$ cat config.mk
export PLATFORM = sky130hd
export DESIGN_NAME = prereg_pwm_ctrl
export DESIGN_NICKNAME = d
export VERILOG_FILES = /design/src/rtl/prereg_pkg.sv /design/src/rtl/prereg_ctrl.sv /design/src/rtl/prereg_dp.sv /design/src/rtl/prereg_pwm_ctrl.sv
export SDC_FILE = /design/constraint.sdc
export NUM_CORES = 2
export LEC_CHECK = 0
export ABC_CLOCK_PERIOD_IN_PS = 14700
export BUFFER_PORTS_ARGS = -buffer_cell sky130_fd_sc_hd__buf_2
export CORE_MARGIN = 8
export CORE_UTILIZATION = 35
export CTS_CLUSTER_SIZE = 25
export DETAILED_ROUTE_END_ITERATION = 6
export GPL_TIMING_DRIVEN = 1
export SLEW_MARGIN = 20
export SYNTH_ARGS = -nofsm -noshare
export SYNTH_HDL_FRONTEND = slang
export SYNTH_HIERARCHICAL = 1
export SYNTH_SLANG_ARGS = --single-unit
$ cat constraint.sdc
create_clock -name clk -period 14.7 [get_ports clk]
set_input_delay 0.735 -clock clk [delete_from_list [all_inputs] [get_ports clk]]
set_output_delay 0.735 -clock clk [all_outputs]
set_load 0.1 [all_outputs]
$ cat src/rtl/prereg_pkg.sv
package prereg_pkg;
  // strobes from control to datapath
  typedef struct packed {
    logic sampleSeen;  // sample arrived while enabled
    logic sampleUpd;   // sample may update PID state
    logic forceFull;   // step window active
    logic wrap;        // last count of the PWM period
    logic clear;       // converter disabled
  } ctrlStrobe_t;
endpackage

$ cat src/rtl/prereg_ctrl.sv
module prereg_ctrl
  import prereg_pkg::*;
#(
  parameter int DUTY_W = 10,
  parameter int STEP_W = 16
) (
  input  logic              clk,
  input  logic              rstN,
  input  logic              enable,
  input  logic              stepReq,
  input  logic              sampleValid,
  input  logic [DUTY_W-1:0] pwmPeriod,
  input  logic [STEP_W-1:0] stepCycles,
  output logic [DUTY_W-1:0] cnt,
  output ctrlStrobe_t       strb
);
  logic [STEP_W-1:0] winCnt;
  logic              lastCount;

  assign lastCount = ({1'b0, cnt} + 1'b1) >= {1'b0, pwmPeriod};

  always_comb begin
    strb.clear      = !enable;
    strb.wrap       = enable && lastCount;
    strb.forceFull  = winCnt != '0;
    strb.sampleSeen = enable && sampleValid;
    strb.sampleUpd  = enable && sampleValid && (winCnt == '0);
  end

  always_ff @(posedge clk or negedge rstN) begin
    if (!rstN) begin
      cnt    <= '0;
      winCnt <= '0;
    end else if (!enable) begin
      cnt    <= '0;
      winCnt <= '0;
    end else begin
      cnt <= lastCount ? '0 : cnt + 1'b1;
      if (stepReq)
        winCnt <= stepCycles;
      else if (winCnt != '0)
        winCnt <= winCnt - 1'b1;
    end
  end
endmodule

$ cat src/rtl/prereg_dp.sv
module prereg_dp
  import prereg_pkg::*;
#(
  parameter int ADC_W  = 12,
  parameter int DUTY_W = 10,
  parameter int COEF_W = 8,
  parameter int FRAC   = 4,
  localparam int PW_W  = 2 * ADC_W,
  localparam int ACC_W = 2 * ADC_W + COEF_W + 4
) (
  input  logic              clk,
  input  logic              rstN,
  input  ctrlStrobe_t       strb,
  input  logic [DUTY_W-1:0] cnt,
  input  logic              srcAux,
  input  logic [ADC_W-1:0]  railSample,
  input  logic [ADC_W-1:0]  voutSample,
  input  logic [ADC_W-1:0]  iloadSample,
  input  logic [ADC_W-1:0]  setpoint,
  input  logic [ADC_W-1:0]  minHeadroom,
  input  logic [DUTY_W-1:0] rampStep,
  input  logic [DUTY_W-1:0] dutyMin,
  input  logic [DUTY_W-1:0] dutyMax,
  input  logic [DUTY_W-1:0] fullLoadDuty,
  input  logic [ACC_W-2:0]  intLimit,
  input  logic [COEF_W-1:0] kpMain,
  input  logic [COEF_W-1:0] kiMain,
  input  logic [COEF_W-1:0] kdMain,
  input  logic [PW_W-1:0]   powerSetMain,
  input  logic [COEF_W-1:0] kpAux,
  input  logic [COEF_W-1:0] kiAux,
  input  logic [COEF_W-1:0] kdAux,
  input  logic [PW_W-1:0]   powerSetAux,
  output logic [DUTY_W-1:0] dutyApplied,
  output logic              pwmOut,
  output logic              softStartDone,
  output logic              saturated
);
  logic signed [ACC_W-1:0] integ, prevErr;
  logic [DUTY_W-1:0]       pidDuty, rampLimit;
  logic                    satReg;

  // gain set selection
  logic signed [ACC_W-1:0] kpS, kiS, kdS, pSetS;
  always_comb begin
    kpS   = ACC_W'($signed(srcAux ? kpAux : kpMain));
    kiS   = ACC_W'($signed(srcAux ? kiAux : kiMain));
    kdS   = ACC_W'($signed(srcAux ? kdAux : kdMain));
    pSetS = $signed(ACC_W'(srcAux ? powerSetAux : powerSetMain));
  end

  // linear-stage power and PID step
  logic signed [ACC_W-1:0] headroom, power, err, integSum, integNext;
  logic signed [ACC_W-1:0] limS, acc, shifted, minS, maxS;
  logic [DUTY_W-1:0]       pidNext;
  always_comb begin
    headroom = $signed(ACC_W'(railSample)) - $signed(ACC_W'(voutSample));
    power    = headroom * $signed(ACC_W'(iloadSample));
    err      = pSetS - power;
    limS     = $signed({1'b0, intLimit});
    integSum = integ + kiS * err;
    if (integSum > limS)       integNext = limS;
    else if (integSum < -limS) integNext = -limS;
    else                       integNext = integSum;
    acc     = integNext + kpS * err + kdS * (err - prevErr);
    shifted = acc >>> FRAC;
    minS    = $signed(ACC_W'(dutyMin));
    maxS    = $signed(ACC_W'(dutyMax));
    if (shifted < minS)      pidNext = dutyMin;
    else if (shifted > maxS) pidNext = dutyMax;
    else                     pidNext = shifted[DUTY_W-1:0];
  end

  // headroom guard
  logic [ADC_W-1:0] satRef;
  logic             satNow;
  always_comb begin
    satRef = (voutSample > setpoint) ? voutSample : setpoint;
    satNow = {1'b0, railSample} < ({1'b0, satRef} + {1'b0, minHeadroom});
  end

  // soft-start ramp and duty selection
  logic [DUTY_W:0]   rampSum;
  logic [DUTY_W-1:0] rampNext, dutySel, dutyCmd;
  always_comb begin
    rampSum  = {1'b0, rampLimit} + {1'b0, rampStep};
    rampNext = (rampSum > {1'b0, dutyMax}) ? dutyMax : rampSum[DUTY_W-1:0];
    if (satReg)              dutySel = dutyMax;
    else if (strb.forceFull) dutySel = fullLoadDuty;
    else                     dutySel = pidDuty;
    dutyCmd = (dutySel < rampNext) ? dutySel : rampNext;
  end

  always_ff @(posedge clk or negedge rstN) begin
    if (!rstN) begin
      integ <= '0; prevErr <= '0; pidDuty <= '0;
      rampLimit <= '0; dutyApplied <= '0; satReg <= 1'b0;
    end else if (strb.clear) begin
      integ <= '0; prevErr <= '0; pidDuty <= '0;
      rampLimit <= '0; dutyApplied <= '0; satReg <= 1'b0;
    end else begin
      if (strb.sampleUpd) begin
        integ   <= integNext;
        prevErr <= err;
        pidDuty <= pidNext;
      end
      if (strb.sampleSeen) satReg <= satNow;
      if (strb.wrap) begin
        rampLimit   <= rampNext;
        dutyApplied <= dutyCmd;
      end
    end
  end

  assign pwmOut        = !strb.clear && (cnt < dutyApplied);
  assign softStartDone = !strb.clear && (rampLimit >= dutyMax);
  assign saturated     = !strb.clear && satReg;
endmodule

$ cat src/rtl/prereg_pwm_ctrl.sv
module prereg_pwm_ctrl
  import prereg_pkg::*;
#(
  parameter int ADC_W  = 12,
  parameter int DUTY_W = 10,
  parameter int COEF_W = 8,
  parameter int STEP_W = 16,
  parameter int FRAC   = 4,
  localparam int PW_W  = 2 * ADC_W,
  localparam int ACC_W = 2 * ADC_W + COEF_W + 4
) (
  input  logic              clk,
  input  logic              rstN,
  input  logic              enable,
  input  logic              srcAux,
  input  logic              stepReq,
  input  logic              sampleValid,
  input  logic [ADC_W-1:0]  railSample,
  input  logic [ADC_W-1:0]  voutSample,
  input  logic [ADC_W-1:0]  iloadSample,
  input  logic [ADC_W-1:0]  setpoint,
  input  logic [DUTY_W-1:0] pwmPeriod,
  input  logic [DUTY_W-1:0] rampStep,
  input  logic [DUTY_W-1:0] dutyMin,
  input  logic [DUTY_W-1:0] dutyMax,
  input  logic [DUTY_W-1:0] fullLoadDuty,
  input  logic [STEP_W-1:0] stepCycles,
  input  logic [ADC_W-1:0]  minHeadroom,
  input  logic [ACC_W-2:0]  intLimit,
  input  logic [COEF_W-1:0] kpMain,
  input  logic [COEF_W-1:0] kiMain,
  input  logic [COEF_W-1:0] kdMain,
  input  logic [PW_W-1:0]   powerSetMain,
  input  logic [COEF_W-1:0] kpAux,
  input  logic [COEF_W-1:0] kiAux,
  input  logic [COEF_W-1:0] kdAux,
  input  logic [PW_W-1:0]   powerSetAux,
  output logic              pwmOut,
  output logic              softStartDone,
  output logic              saturated
);
  ctrlStrobe_t       strb;
  logic [DUTY_W-1:0] cnt;
  logic [DUTY_W-1:0] dutyApplied;

  prereg_ctrl #(.DUTY_W(DUTY_W), .STEP_W(STEP_W)) uCtrl (
    .clk(clk), .rstN(rstN), .enable(enable), .stepReq(stepReq),
    .sampleValid(sampleValid), .pwmPeriod(pwmPeriod),
    .stepCycles(stepCycles), .cnt(cnt), .strb(strb)
  );

  prereg_dp #(.ADC_W(ADC_W), .DUTY_W(DUTY_W), .COEF_W(COEF_W), .FRAC(FRAC)) uDp (
    .clk(clk), .rstN(rstN), .strb(strb), .cnt(cnt), .srcAux(srcAux),
    .railSample(railSample), .voutSample(voutSample),
    .iloadSample(iloadSample), .setpoint(setpoint),
    .minHeadroom(minHeadroom), .rampStep(rampStep), .dutyMin(dutyMin),
    .dutyMax(dutyMax), .fullLoadDuty(fullLoadDuty), .intLimit(intLimit),
    .kpMain(kpMain), .kiMain(kiMain), .kdMain(kdMain),
    .powerSetMain(powerSetMain), .kpAux(kpAux), .kiAux(kiAux),
    .kdAux(kdAux), .powerSetAux(powerSetAux), .dutyApplied(dutyApplied),
    .pwmOut(pwmOut), .softStartDone(softStartDone), .saturated(saturated)
  );
endmodule

Yosys cells after proc, flatten, opt, wreduce, memory -nomap -nowiden --
Cells that the tools add are included.
Word-level totals: output and inout port bits 3, bits in registers 129, word-level logic and storage cells 77, input port bits 263
Operators by class: $lt $le $gt $ge 11, equality and inequality tests 4, reduce and logical (&&, ||, !) cells 8, $add $sub $neg 12, multipliers 4, multiplexer cells 30
Operator list (count):
- 2-to-1 mux 36 bit | 6
- 2-to-1 mux 10 bit | 14
- adder 36 bit | 3
- multiplier 8 x 36 -> 36 bit | 3
- subtractor 36 bit | 2
- 2-to-1 mux 16 bit | 3
- greater-than comparator 36 bit | 1
- less-than comparator 36 bit | 1
- multiplier 36 x 13 -> 36 bit | 1
- negation 35 -> 36 bit | 1
- greater-than comparator 32 x 11 -> 1 bit | 1
- less-than comparator 32 x 11 -> 1 bit | 1
- 2-to-1 mux 24 bit | 1
- 2-to-1 mux 8 bit | 3
- less-than comparator 10 bit | 2
- zero test 16 bit | 1
- nonzero test 16 bit | 1
- subtractor 16 x 1 -> 16 bit, second input constant | 1
- adder 12 x 12 -> 13 bit | 1
- less-than comparator 12 x 13 -> 1 bit | 1
- subtractor 12 x 12 -> 13 bit | 1
- greater-than comparator 12 bit | 1
- 2-to-1 mux 12 bit | 1
- adder 10 x 1 -> 11 bit, second input constant | 1
- other kinds (9) | 17

Depth between registers and ports, before layout --
depth in word-level cells 15, mapped depth 99, depth with buffers taken out 94

Modules after synthesis --
The synthesis kept the hierarchy.
Modules (own cells, without submodules):
- prereg_dp | seq. area each 2352.3 um^2, area an instance 44491.4 um^2, cells an instance 5185, times used 1
- prereg_ctrl | seq. area each 650.6 um^2, area an instance 1647.8 um^2, cells an instance 183, times used 1

Least setup slack after synthesis --
OpenSTA, ideal clock, no wires.
kind input to register, start in railSample[0], end reg uDp.pidDuty[1], path buffers 5, setup slack -7.010 ns, data required time 14.574 ns, setup time 0.126 ns, arrival time 21.584 ns, stages 89, cell sequence inv_1 -> ha_1 -> fa_1 -> nor2b_1 -> o21ai_0 -> nand2b_1 -> a21o_1 -> a21o_1 -> and2_1 -> o21ai_0 -> nand2b_1 -> a21o_1 -> a21o_1 -> a21o_1 -> a21oi_1 -> clkbuf_1 -> and2_1 -> fa_1 -> [53 not listed] -> inv_1 -> fa_1 -> ha_1 -> a21o_1 -> a2111oi_2 -> o22ai_1 -> or2_1 -> buf_2 -> or4_1 -> a31oi_1 -> and4_1 -> nand4_1 -> or4_1 -> nor3_2 -> buf_6 -> mux2i_1 -> nor4_1 -> a311o_1
On the way: longest elaborated chain between the ends 15, elaborated cells on any way between the ends 20, classes of those cells add/sub: 6; mul: 4; order compare: 4; mux: 6
RTL lines:
- from (decl) | RTL line prereg_pwm_ctrl.sv:18 | input logic [ADC_W-1:0] railSample,
- subtractor 12 x 12 -> 13 bit * | RTL line prereg_dp.sv:57 | headroom = $signed(ACC_W'(railSample)) - $signed(ACC_W'(voutSample));
- multiplier 36 x 13 -> 36 bit * | RTL line prereg_dp.sv:58 | power = headroom * $signed(ACC_W'(iloadSample));
- subtractor 36 bit * | RTL line prereg_dp.sv:59 | err = pSetS - power;
- multiplier 8 x 36 -> 36 bit | RTL line prereg_dp.sv:61 | integSum = integ + kiS * err;
- adder 36 bit | RTL line prereg_dp.sv:61
- less-than comparator 36 bit | RTL line prereg_dp.sv:63 | else if (integSum < -limS) integNext = -limS;
- 2-to-1 mux 36 bit | RTL line prereg_dp.sv:63
- 2-to-1 mux 36 bit | RTL line prereg_dp.sv:62 | if (integSum > limS) integNext = limS;
- adder 36 bit | RTL line prereg_dp.sv:65 | acc = integNext + kpS * err + kdS * (err - prevErr);
- adder 36 bit * | RTL line prereg_dp.sv:65
- greater-than comparator 32 x 11 -> 1 bit | RTL line prereg_dp.sv:70 | else if (shifted > maxS) pidNext = dutyMax;
- 2-to-1 mux 10 bit | RTL line prereg_dp.sv:70
- 2-to-1 mux 10 bit * | RTL line prereg_dp.sv:69 | if (shifted < minS) pidNext = dutyMin;
- 2-to-1 mux 10 bit * | RTL line prereg_dp.sv:102 | if (strb.sampleUpd) begin
- 2-to-1 mux 10 bit * | RTL line prereg_dp.sv:98 | end else if (strb.clear) begin
- to (signal assigned) | RTL line prereg_dp.sv:105 | pidDuty <= pidNext;
- to (decl) | RTL line prereg_dp.sv:40 | logic [DUTY_W-1:0] pidDuty, rampLimit;
Every way passes the cells marked *; elsewhere a longest branch is shown, timed or not. The select of a mux whose other input is x is not followed. A chain may end at the register's enable or synchronous reset.

Worst setup path in the final report --
start in railSample[0], end reg uDp.pidDuty[8]
The elaborated chain is that of the path after synthesis.

==> out/metrics.yaml <==
timing:
  fin_worst_skew_ns: 0.0197
  setup_viol: 10
  setup_ws_ns: -5.59
  maxSlewHeadroom_pct: 22.7
  max_freq_mhz: 49.3
  fin_crit_sh_pct: 138
  slew_viol_final: 0
  rsz0062_at_grt: "true"
  hold_viol: 0
  min_period_ns: 20.29
  worstMarginPinSlew_ns: 1.14
yosys:
  synthFlopType: "dfrtp_1"
  synth_top_area_share_pct: 37.0
  synth_seq_cells: 120
  yosysWarnings: 6
  ys_async_sr_fraction_pct: 100
  synth_edf_count: 0
  synth_area_leaders: "fa_1 37%, ha_1 13%, inv_1 9.2%"
  syn-num-nets: 6980
  synth_cell_types: 92
  syn_avg_cell_area_um2: 8.60
  synth_area_um2: 46100
  ys_seq_area_share_pct: 6.51
  synth_area_leader_cell: "fa_1"
  netlist_instances: 5368
grt:
  grtUsageTotal_pct: 21.0
  grt_pass1_wl_um: 239000
  grt_pass1_vias: 43300
  grt_max_degree: 67
  overflow: 0
  antenna_found_initial: 5
routing:
  via_count: 40500
  ant_nets: 0
  wl_per_cell_um: 18.6
  drcViolationCount: 0
  drt_iter0_markers: 2266
  finalWirelength_um: 151000
  vias_per_cell: 4.98
  dr.pass1.iters: 5
layout:
  regArea_um2: 3000
  fin_util_pct: 45.2
  nFillCells: 12800
  multi_input_area_um2: 40600
  area_growth_syn_to_layout_pct: 28.5
  drive_gt1_share_pct: 25.1
  fin_cells: 8130
  nNetsFinal: 7972
worst_setup_path:
  crit_top_cell: "fa_1"
  critical_path_buf_inv_count: 24
  crit_fanout: 6
  critPathSlowestCell: "fa_1"
  slowest_delay_ns: 0.58
  critical_path_required_ns: 15.04
  end_kind: "flip-flop"
  startpoint_type: "primary input"
  worstPathArrival_ns: 20.63
  cp_top_family: "adder cells"
  criticalPathCategory: "in2reg"
status:
  violations: "negative setup slack"
  status: "finished with violations"
placed_design:
  dp.cells: 8003
  portBuffers: 265
  dpl.hpwl_um: 128000
  routabilityCongestion: 0.901
clocking:
  worstSkewPairLatency_ns: 0.47
  cts-htree-levels: 4
  cts_tree: "built"
  cts_max_path_buffers: 2
  path_clk_slew_ns: 0.07
  cts-root-buf: "clkbuf_16"
  cts_buffers: 17
  clock-sinks: 120
floorplanning:
  die_y_um: 379
  io-pin-count: 266
  initial_utilization_pct: 35.2
  placementRows: 133
  die_area_um2: 144000
  die_x_um: 379
  core_um2: 131000
worst_hold_path:
  holdCritPathClass: "in2async"
run:
  cap_violations: 0
==> worst register-to-register path, delay by kind of cell (launching register included) <==
family | cells | cell delay [ns]
AOI/OAI and AO/OA | 20 | 4.23
buffers and inverters | 13 | 1.40
and+or+nand+nor | 9 | 1.66
xor gates and xnor gates | 2 | 0.23
adders and majority gates | 15 | 5.99
DFF | 1 | 0.35
muxes | 1 | 0.19
==> layer usage <==
layer / vias to the layer above / track usage, % / part of all wire [%] / wire (µm)
met5: - / 0 / 0.015 / 22
met4: 4 / 8.76 / 5.0 / 7600
met3: 269 / 2.25 / 4.6 / 6960
met2: 1028 / 36.4 / 49 / 74200
met1: 20300 / 26.7 / 41 / 62300
li1: 18800 / - / - / -
==> metrics by stage <==
step | area [µm²] | setup TNS [ns] | hold slack, ns | setup slack [ns]
final | 59300 | -55.47 | 0.265 | -5.59
after global routing | 59300 | -63.57 | 0.293 | -6.32
after CTS | 58100 | -55.40 | 0.268 | -5.60
after detailed placement | 55800 | -74.92 | 0.503 | -6.76
after global placement | 55800 | -65.96 | 0.496 | -6.41
after floorplan | 46800 | -49.35 | 0.439 | -4.97
==> registers in the layout, summed over array words and instances, names as in the netlist <==
register and flops:
uCtrl/winCnt 16, uDp/integ 36, uDp/rampLimit 10, uDp/satReg 1
uDp/dutyApplied 10, uDp/prevErr 27, uCtrl/cnt 10, uDp/pidDuty 10
==> cell usage in the layout, fill, tap and decap left out, types with 39 or more instances in the layout <==
master,netlist,layout
o21ai_0,134,103
a21oi_1,199,159
ha_1,497,424
mux2i_1,96,80
nand3_1,46,41
ha_4,0,66
fa_1,852,841
and2_1,113,107
dfrtp_1,120,120
inv_1,1127,1103
nor2b_1,95,91
nand2b_1,66,64
buf_2,4,261
a21o_1,85,85
nor2_1,453,439
nor3_1,56,46
nand2_1,553,534
xnor2_1,152,137
xor2_1,48,39
buf_4,0,813
==> Yosys cell counts (all sizes together), types with 37 or more instances <==
master	instances
dfrtp	120
nand2b	66
nand2	553
xnor2	155
o21ai	137
nand4	37
nor2b	95
inv	1128
a21oi	199
and2	114
xor2	49
clkbuf	146
a211oi	43
a21o	85
nor2	453
nand3	46
mux2i	97
fa	852
ha	497
nor3	60
==> path summary, 6_finish.rpt <==
kind / start / end / slack, ns / depth (start not counted)
setup reg to reg: uDp/integ[7] / uDp/pidDuty[8] / 0.54 / 60
max in group asynchronous: rstN / uDp/rampLimit[2] / 13.04 / 2
hold reg to reg: uDp/prevErr[7] / uDp/prevErr[7] / 0.51 / 2
min in group clk: stepCycles[9] / uCtrl/winCnt[9] / 0.50 / 3
hold / removal: rstN / uDp/integ[30] / 0.27 / 1
setup / recovery: railSample[0] / uDp/pidDuty[8] / -5.59 / 97
==> cell families (layout without fill, tap and decap cells) <==
logic type,Yosys count,in the layout,share of synthesized area [%]
adders and majority gates,1349,1349,50.4
AOI/OAI and AO/OA,704,704,9.95
buffers and inverters,1319,2322,10.8
DFF,120,120,6.51
other,0,2,0
and+or+nand+nor,1545,1546,15.5
muxes,126,126,2.84
xor gates and xnor gates,205,206,3.99
==> final cells by class <==
| cell class | count | share of cell area, % |
|---|---|---|
| Antenna cell | 2 | 0.00844 |
| Clock buffer | 17 | 0.717 |
| Clock inverter | 15 | 0.348 |
| Inverter | 1153 | 7.39 |
| Multi-Input combinational cell | 3931 | 68.5 |
| Sequential cell | 120 | 5.06 |
| Tap cell | 1755 | 3.70 |
| Timing Repair Buffer | 1137 | 14.3 |
==> repair_timing <==
item,4_1_cts,5_1_grt
pin swaps,125,127
cloned,6,1
gates resized for setup,192,186
buffers inserted,65,25
hold buffers,0,0
endpoints found under the setup margin,11,46
Power is left out: the tool's default activity adds up to more than one toggle a clock period on the data nets, which glitch-free logic cannot reach.
